**src/rtl/fx_line_pkg.sv**
```systemverilog
package fx_line_pkg;

    localparam int SYM_W = 5;
    localparam int NIB_W = 4;

    typedef logic [SYM_W-1:0] sym_t;

    localparam sym_t SYM_IDLE = 5'b11111;
    localparam sym_t SYM_J    = 5'b11000;
    localparam sym_t SYM_K    = 5'b10001;
    localparam sym_t SYM_T    = 5'b01101;
    localparam sym_t SYM_R    = 5'b00111;

    typedef enum logic [1:0] {
        FR_IDLE,
        FR_SSD2,
        FR_DATA,
        FR_ESD2
    } frame_st_t;

    typedef enum logic [1:0] {
        LV_ZUP,
        LV_POS,
        LV_ZDN,
        LV_NEG
    } lvl_st_t;

    function automatic sym_t enc_nib(input logic [NIB_W-1:0] n);
        case (n)
            4'h0: return 5'b11110;
            4'h1: return 5'b01001;
            4'h2: return 5'b10100;
            4'h3: return 5'b10101;
            4'h4: return 5'b01010;
            4'h5: return 5'b01011;
            4'h6: return 5'b01110;
            4'h7: return 5'b01111;
            4'h8: return 5'b10010;
            4'h9: return 5'b10011;
            4'hA: return 5'b10110;
            4'hB: return 5'b10111;
            4'hC: return 5'b11010;
            4'hD: return 5'b11011;
            4'hE: return 5'b11100;
            4'hF: return 5'b11101;
        endcase
    endfunction

endpackage

```
**src/rtl/fx_sym_fsm.sv**
```systemverilog
module fx_sym_fsm
    import fx_line_pkg::*;
(
    input  logic             clk,
    input  logic             rst_n,
    input  logic             slot,
    input  logic             tx_en,
    input  logic [NIB_W-1:0] txd,
    output sym_t             code
);

    frame_st_t state, nxt;

    always_ff @(posedge clk or negedge rst_n) begin
        if (!rst_n)
            state <= FR_IDLE;
        else if (slot)
            state <= nxt;
    end

    always_comb begin
        nxt  = state;
        code = SYM_IDLE;
        unique case (state)
            FR_IDLE: begin
                if (tx_en) begin
                    code = SYM_J;
                    nxt  = FR_SSD2;
                end
            end
            FR_SSD2: begin
                code = SYM_K;
                nxt  = FR_DATA;
            end
            FR_DATA: begin
                if (tx_en) begin
                    code = enc_nib(txd);
                end else begin
                    code = SYM_T;
                    nxt  = FR_ESD2;
                end
            end
            FR_ESD2: begin
                code = SYM_R;
                nxt  = FR_IDLE;
            end
        endcase
    end

endmodule

```
**src/rtl/fx_serializer.sv**
```systemverilog
module fx_serializer #(
    parameter int W = 5
) (
    input  logic         clk,
    input  logic         rst_n,
    input  logic [W-1:0] par,
    output logic         ser,
    output logic         slot
);

    localparam int CW = $clog2(W);
    localparam logic [CW-1:0] LAST = CW'(W - 1);

    logic [CW-1:0] cnt;
    logic [W-1:0]  sreg;

    assign slot = (cnt == LAST);
    assign ser  = sreg[W-1];

    always_ff @(posedge clk or negedge rst_n) begin
        if (!rst_n) begin
            cnt  <= '0;
            sreg <= '1;
        end else if (slot) begin
            cnt  <= '0;
            sreg <= par;
        end else begin
            cnt  <= cnt + 1'b1;
            sreg <= {sreg[W-2:0], 1'b0};
        end
    end

endmodule

```
**src/rtl/fx_scrambler.sv**
```systemverilog
module fx_scrambler #(
    parameter int           W    = 11,
    parameter int           TAP  = 8,
    parameter logic [W-1:0] SEED = {W{1'b1}}
) (
    input  logic clk,
    input  logic rst_n,
    input  logic din,
    output logic dout
);

    logic [W-1:0] s;
    logic         key;

    assign key  = s[W-1] ^ s[TAP];
    assign dout = din ^ key;

    always_ff @(posedge clk or negedge rst_n) begin
        if (!rst_n)
            s <= SEED;
        else
            s <= {s[W-2:0], key};
    end

endmodule

```
**src/rtl/fx_mlt3.sv**
```systemverilog
module fx_mlt3
    import fx_line_pkg::*;
(
    input  logic clk,
    input  logic rst_n,
    input  logic bit_in,
    output logic pos,
    output logic neg
);

    lvl_st_t st, nxt;

    always_comb begin
        nxt = st;
        if (bit_in) begin
            unique case (st)
                LV_ZUP: nxt = LV_POS;
                LV_POS: nxt = LV_ZDN;
                LV_ZDN: nxt = LV_NEG;
                LV_NEG: nxt = LV_ZUP;
            endcase
        end
    end

    always_ff @(posedge clk or negedge rst_n) begin
        if (!rst_n)
            st <= LV_ZUP;
        else
            st <= nxt;
    end

    always_comb begin
        pos = (st == LV_POS);
        neg = (st == LV_NEG);
    end

endmodule

```
**src/rtl/fx_line_enc.sv**
```systemverilog
module fx_line_enc
    import fx_line_pkg::*;
#(
    parameter int                LFSR_W    = 11,
    parameter int                LFSR_TAP  = 8,
    parameter logic [LFSR_W-1:0] LFSR_SEED = {LFSR_W{1'b1}}
) (
    input  logic       clk,
    input  logic       rst_n,
    input  logic       tx_en,
    input  logic [3:0] txd,
    output logic       nib_take,
    output logic       line_pos,
    output logic       line_neg
);

    sym_t sym_code;
    logic slot;
    logic ser_bit;
    logic scr_bit;

    assign nib_take = slot;

    fx_sym_fsm u_fsm (
        .clk   (clk),
        .rst_n (rst_n),
        .slot  (slot),
        .tx_en (tx_en),
        .txd   (txd),
        .code  (sym_code)
    );

    fx_serializer #(.W(SYM_W)) u_ser (
        .clk   (clk),
        .rst_n (rst_n),
        .par   (sym_code),
        .ser   (ser_bit),
        .slot  (slot)
    );

    fx_scrambler #(.W(LFSR_W), .TAP(LFSR_TAP), .SEED(LFSR_SEED)) u_scr (
        .clk   (clk),
        .rst_n (rst_n),
        .din   (ser_bit),
        .dout  (scr_bit)
    );

    fx_mlt3 u_mlt (
        .clk    (clk),
        .rst_n  (rst_n),
        .bit_in (scr_bit),
        .pos    (line_pos),
        .neg    (line_neg)
    );

endmodule

```
**config.mk**
```make
export PLATFORM = sky130hd
export DESIGN_NAME = fx_line_enc
export DESIGN_NICKNAME = d
export VERILOG_FILES = /design/src/rtl/fx_line_pkg.sv /design/src/rtl/fx_sym_fsm.sv /design/src/rtl/fx_serializer.sv /design/src/rtl/fx_scrambler.sv /design/src/rtl/fx_mlt3.sv /design/src/rtl/fx_line_enc.sv
export SDC_FILE = /design/constraint.sdc
export NUM_CORES = 1
export LEC_CHECK = 0
export BUFFER_PORTS_ARGS = -buffer_cell sky130_fd_sc_hd__buf_4
export CORE_MARGIN = 10
export CORE_UTILIZATION = 53
export DETAILED_ROUTE_END_ITERATION = 7
export PLACE_DENSITY = 0.73
export SYNTH_ARGS = -nofsm -noshare
export SYNTH_HDL_FRONTEND = slang
export SYNTH_SLANG_ARGS = --single-unit
export TNS_END_PERCENT = 10
```
**constraint.sdc**
```tcl
create_clock -name clk -period 2.76 [get_ports clk]
set_input_delay 0.552 -clock clk [delete_from_list [all_inputs] [get_ports clk]]
set_output_delay 0.552 -clock clk [all_outputs]
set_load 0.02 [all_outputs]
```
# Word-level counts from Yosys, hierarchy flattened
# Memories as Yosys holds them, arrays and structs flattened.
# Cells that the tools add are included.
# totals
register_bits	23
mem_bits_ro	80
input_bits	7
elab_cells	30
mem_count	1
# memory_table
memory	depth	width	read_ports	rd_ports_with_merged_regs	write_ports	line_no	text
(no name shown)	16	5	1	0	0	fx_line_pkg.sv:29	case (n)
# op_classes
addsub	1
n_eq_ne	9
mux	9
bitwise_logic	2
n_reduce_logical	3
# op_table
cell	count
5-bit one-hot mux with 4 select lines	1
2-bit one-hot mux with 4 select lines	2
5-bit two-way mux	2
2-bit == test, second input constant	4
3-bit two-way mux	2
2-bit by 1-bit == test with 1-bit output, second input constant	2
2-bit zero test	2
2-bit two-way mux	2
2-bit != test, second input constant	2
3-bit by 1-bit adder with 3-bit output, second input constant	1
3-bit == test, second input constant	1
3-bit AND reduction	1
1-bit bitwise XOR	2

# Longest topological paths before layout
# Gate-level depths: netlist of the first run.
# An unclocked memory read counts as a cell.
# logic_depth
ltp_word	4
depth_mapped	6

# Cells and area by module
# A second synthesis of the first run with hierarchy kept.
# unflattened
hier_cells	83
hier_area_um2	1037.2
# by_module_without_submodules
module	n_inst	cells_each	area_each_um2	seq_area_each_um2
fx_serializer	1	22	322.8	206.4
fx_scrambler	1	13	321.6	289.0
fx_sym_fsm	1	36	266.5	50.0
fx_mlt3	1	12	126.4	50.0

# Least setup slack after synthesis of the first run
# Ideal clock, no wire load.
# synth_path
path_kind	reg-to-reg
startpoint	register u_ser.cnt[0]
endpoint	register u_fsm.state[1]
setup_ns	0.125
t_arrival_ns	1.366
required_time_ns	2.635
setup_slack_ns	1.269
path_stages_with_launch	7
path_cell_list	dfrtp_1 > inv_1 > ha_1 > nand2_1 > inv_1 > nand3_1 > mux2_2
# synth_via
elab_chain_cells	2
# synth_lines
element	line_no	text
start: declaration	fx_serializer.sv:14	logic [CW-1:0] cnt;
start signal: assignment	fx_serializer.sv:28	cnt <= cnt + 1'b1;
3-bit == test	fx_serializer.sv:17	assign slot = (cnt == LAST);
named net nib_take	fx_line_enc.sv:12	output logic nib_take,
3-bit AND reduction (no line)	n/a	
end signal: assignment	fx_sym_fsm.sv:18	state <= nxt;
end: declaration	fx_sym_fsm.sv:12	frame_st_t state, nxt;
# The timed path passes the listed nets, and every way through them passes these cells.
# A chain may end at the register's enable or synchronous reset.

# Final worst setup path of the first run
# layout_path
startpoint	register u_ser.cnt[0]
endpoint	output port nib_take
# layout_via
elab_chain_cells	1
# layout_lines
element	line_no
3-bit == test	fx_serializer.sv:17
end: declaration	fx_line_enc.sv:12
# No other way between the ends.

==> results of run 1 <==
[cell usage after synthesis]
cell type	instances	area [um^2]
mux2_2	3	33.8
nor2_1	5	18.8
xnor2_2	1	16.3
a22o_1	2	17.5
mux2_4	1	15.0
o211ai_1	1	7.51
o31ai_1	1	7.51
nand2b_1	2	12.5
nand2_1	3	11.3
a211o_1	1	8.76
dfstp_2	16	420
ha_1	9	113
dfrtp_1	7	175
nor3_1	2	10.0
inv_1	9	33.8
nand3_1	2	10.0
o21ai_0	2	10.0
a31oi_1	1	6.26
o311ai_1	1	8.76
a21oi_1	8	40.0
xor2_2	1	16.3
o2111ai_1	1	8.76
[power breakdown]
| part | total (mW) | internal, mW | switching (mW) |
|---|---|---|---|
| Clock | 0.151 | 0.0552 | 0.0953 |
| Sequential | 0.432 | 0.393 | 0.0396 |
| Combinational | 0.384 | 0.189 | 0.196 |
[metal layers]
metal	up-vias	part of all wire
li1	298	-
met4	0	0.0051
met1	295	0.45
met3	2	0.043
met5	-	0
met2	6	0.51
[worst paths after layout]
kind                                  endpoint  slack [ps]  cells after the start         start
worst max register to register  u_fsm.state[1]        1190                      6  u_ser.cnt[0]
worst max-delay path                  nib_take         730                      5  u_ser.cnt[0]
max in group asynchronous           u_scr.s[8]        2380                      1         rst_n
worst min-delay path              u_ser.cnt[2]         100                      1         rst_n
min in group clk                    u_scr.s[3]         370                      0    u_scr.s[2]
worst min register to register      u_scr.s[3]         370                      0    u_scr.s[2]
[state kept, by name, indices dropped and copies added (netlist names)]
name / flops
u_fsm.state: 2
u_mlt.st: 2
u_ser.sreg: 5
u_ser.cnt: 3
u_scr.s: 11
[area by class of cell]
cell class                      count  area [um^2]
Clock buffer                        3         22.5
Clock inverter                      1         7.51
Fill cell                         157          634
Inverter                            9         33.8
Multi-Input combinational cell     47          372
Sequential cell                    23          596
Tap cell                           25         31.3
Timing Repair Buffer                9         67.6
[cells in the final DEF (no fill, tap or decap), drive strengths merged, types with 2 or more instances in the layout]
cell,n
dfstp,16
inv,9
ha,9
buf,9
a21oi,8
dfrtp,7
nor2,5
mux2,4
nand2,3
clkbuf,3
o21ai,2
a22o,2
nand3,2
nand2b,2
nor3,2
[critical path, stage by stage, from the launching register on]
cell and delay [ps]:
dfrtp_1 390, inv_1 60, ha_1 200, nand2_1 200, inv_1 140, buf_4 180
[cell families after synthesis]
| logic type | Yosys count | synth area share |
|---|---|---|
| and+or+nand+nor | 14 | 0.0625 |
| xor gates and xnor gates | 2 | 0.0325 |
| adders and majority gates | 9 | 0.113 |
| muxes | 4 | 0.0487 |
| buffers and inverters | 9 | 0.0337 |
| DFF | 23 | 0.595 |
| AOI/OAI and AO/OA | 18 | 0.115 |
==> qor.yml, run 1 <==
outcome: "finished clean"
remaining_drc_errors: 0
die_x_um: 63.5
syn_avg_cell_area_um2: 12.7
fin_crit_sh: 0.736
p_leak_nw: 0.525
drive_gt1_frac: 0.380
hold_buffers: 0
start_util: 0.567
worst-slew-pin-transition_ps: 316
io_pins: 10
vias: 601
diodes: 0
placed_cell_area_um2: 1100
cellPowerDensity_nw_per_um2: 856
grt_pass1_wl_um: 2840
busiest_layer: "met2"
cts_resized: 0
antenna_left: 0
critPathKind: "reg2out"
tns_ps: 0
port_buffers: 9
hpwl_um: 1190
met1_usage: 0.0972
wl_um: 1570
skew_ps: 5.38
num_rows: 15
coreArea_um2: 1760
setup_viol: 0
end_kind: "primary output"
period_needed_ps: 2030
die_h_um: 63.5
drt_iter0_drc: 16
syn-instance-count: 79
drt_pass1_iterations: 4
ys_types: 22
clockBufferDepth: 2
antenna_found_initial: 0
ys_seq_area_frac: 0.595
finalMaxSlewViolations: 0
clock-sinks: 23
grtUsageTotal: 0.0871
worst_slack_ps: 728
crit_arrival_ps: 1480
hp-class: "in2async"
slew_headroom: 0.786
finalPower_mw: 0.967
grt_max_degree: 24
insertion_delay_ps: 310
routedWlPerCell_um: 13.4
critPathLaunchType: "register"
cts_tree: "yes"
max_freq_mhz: 492
hold_viol_final: 0
grt_pass1_vias: 666
cap_violations: 0
nNetsFinal: 109
yosys_warnings: 0
post_cts_buffers: 0
final_core_util: 0.640
clkTransAtPathRegs_ps: 120
grt_util_met3: 0.0406
gp_congestion: 0.837
syn-num-nets: 95
design_area_um2: 1130
area_delta_synth_final_pct: 12.9
cts_buffers: 3
worstPathRequired_ps: 2210
holdWs_ps: 104
htree_levels: 1
dieArea_um2: 4030
grt_use_met2: 0.144
ir_drop_uv: 477
stdcell_count: 117
rsz0062_at_grt: "no"
vias_per_cell: 5.14
dp.cells: 113
grt-ovfl-total: 0
pre_cts_ws_ps: 1070
clockRootBuffer: "clkbuf_4"
syn-cell-area_um2: 1000
synth.ff_latch_count: 23
path_max_fanout: 8
No activity file was read; power rests on OpenSTA's default activity.
==> inputs of run 2 (changes only) <==
clock period = 2 ns   (was 2.76 ns; I/O delays follow)
==> qor.yml, run 2 (same netlist as run 1, synthesis figures left out) <==
outcome: "finished clean"
die_h_um: 63.5  # unchanged
coreArea_um2: 1760  # unchanged
drt_pass1_iterations: 4  # unchanged
io_pins: 10  # unchanged
grt_use_met2: 0.124  # -0.0201
p_leak_nw: 0.529  # +0.89%
drive_gt1_frac: 0.376  # -0.00409
area_delta_synth_final_pct: 13.7
cap_violations: 0  # unchanged
ff2ff_setup_slack_ps: 450  # -740 ps
finalPower_mw: 1.34  # +38%
hp-class: "reg2reg"
top_regs: "u_scr.s: 11 flops, u_ser.sreg: 5 flops, u_ser.cnt: 3 flops"
nNetsFinal: 110  # +0.92%
wl_um: 1580  # +0.19%
critPathLaunchType: "register"
skew_ps: 1.70  # -3.67 ps
end_kind: "primary output"
hpwl_um: 1180  # -0.89%
crit_top_cell: "inv_1"
antenna_found_initial: 0  # unchanged
clkTransAtPathRegs_ps: 110  # about the same
grt_pass1_vias: 614  # -7.8%
start_util: 0.567  # unchanged
largest_reg_flops: 11  # unchanged
reg2reg_to: "u_fsm.state[1]"
die_x_um: 63.5  # unchanged
r2r-start: "u_fsm.state[0]"
crit_path_max_incr_delay_ps: 410  # +20 ps
diodes: 0  # unchanged
drt_iter0_drc: 18  # +2
setup_viol: 0  # unchanged
top_register: "u_scr.s"
cts_tree: "yes"
ff2ff_path_depth: 5  # -1
holdCritStartpoint: "u_scr.s[4]"
crit_buf_inv: 3  # unchanged
grt-ovfl-total: 0  # unchanged
final_core_util: 0.645  # +0.00496
hold_viol_final: 0  # unchanged
mostFrequentLayoutCell: "dfstp_2"
grt_pass1_wl_um: 2880  # +1.7%
clock-sinks: 23  # unchanged
grtUsageTotal: 0.0864  # -0.000692
remaining_drc_errors: 0  # unchanged
critical-path-top-delay-family: "flip-flops"
cellPowerDensity_nw_per_um2: 1170  # +37%
htree_levels: 1  # unchanged
multi_input_comb_area_um2: 374  # +0.67%
crit_slowest_cell: "dfrtp_1"
max_freq_mhz: 560
routedWlPerCell_um: 13.4  # -0.66%
busiest_layer: "met2"
fin_crit_sh: 0.894
port_buffers: 9  # unchanged
finalMaxSlewViolations: 0  # unchanged
period_needed_ps: 1790
critPathKind: "reg2out"
num_rows: 15  # unchanged
clockRootBuffer: "clkbuf_4"
grt_util_met3: 0.0406  # unchanged
clockBufferDepth: 2  # unchanged
rsz0062_at_grt: "no"
slew_headroom: 0.820  # +0.0337
min_to: "u_scr.s[5]"
ff_latch_area_um2: 596  # unchanged
gp_congestion: 0.909  # +8.5%
cts_buffers: 3  # unchanged
worstPathRequired_ps: 1600  # -610 ps
vias_per_cell: 5.15  # +0.31%
post_cts_buffers: 0  # unchanged
antenna_left: 0  # unchanged
crit_chain: "inv_1 > ha_1 > nand2_2 > inv_1 > buf_4"
final_cell_mix: "dfstp_2, inv_1, ha_1, buf_4, a21oi_1"
hold_depth: 0
crit_arrival_ps: 1390  # -90 ps
ir_drop_uv: 641  # +34%
fillerInstances: 158  # +0.64%
path_max_fanout: 8  # unchanged
tns_ps: 0  # unchanged
grt_max_degree: 24  # unchanged
vias: 608  # +1.2%
worst-slew-pin-transition_ps: 271  # -45.5 ps
insertion_delay_ps: 300  # about the same
met1_usage: 0.118  # +0.0208
dieArea_um2: 4030  # unchanged
## run 2: cell count changes in the layout (fill, tap and decap cells not counted)
cell,previous run,this run
nand2_2,0,1
clkbuf_1,0,1
nand2_1,3,2
dlygate4sd3_1,0,1
clkinvlp_4,1,0
## run 2: routing by layer
metal,vias up,part of all wire
li1,300,-
met1,300,0.50
met2,8,0.45
met3,0,0.048
met4,0,0
met5,-,0
## run 2: worst max-delay path by stage
| stage | start | end | slack [ps] | cells after the start |
|---|---|---|---|---|
| 6_report | u_ser.cnt[0] | nib_take | 210 | 5 |
| 5_1_grt | u_ser.cnt[0] | nib_take | 70 | 5 |
| 4_1_cts | u_ser.cnt[0] | nib_take | 120 | 5 |
| 3_5_place_dp | u_ser.cnt[0] | u_fsm.state[1] | 470 | 6 |
| 3_3_place_gp | u_ser.cnt[0] | nib_take | 530 | 5 |
| 2_1_floorplan | u_ser.cnt[0] | u_fsm.state[1] | 510 | 6 |
## run 2: cell type report
class	instances	share of cell area
clock buffer	4	0.0231
inverter	9	0.0297
multi-input combinational	47	0.329
sequential	23	0.523
tap	25	0.0275
timing repair buffer	10	0.0681
## run 2: timing repair
item | 4_1_cts | 5_1_grt
endpoints found under the setup margin | 0 | 1
endpoints found under the hold margin | 7 | 0
hold buffers | 1 | 0
resized for setup | 0 | 1
## run 2: stage by stage
stage | instance area, um^2 | instances | setup slack, ps | hold WS [ps]
3_3_place_gp | 1100 | 113 | 527 | 300
5_1_grt | 1140 | 118 | 71.8 | 368
4_1_cts | 1140 | 118 | 116 | 366
3_5_place_dp | 1100 | 113 | 466 | 300
2_1_floorplan | 1000 | 79 | 509 | 104
6_report | 1140 | 118 | 213 | 363
## run 2: power by group
| group | switching [mW] | internal (mW) |
|---|---|---|
| Sequential | 0.0533 | 0.541 |
| Combinational | 0.276 | 0.262 |
| Clock | 0.125 | 0.0777 |
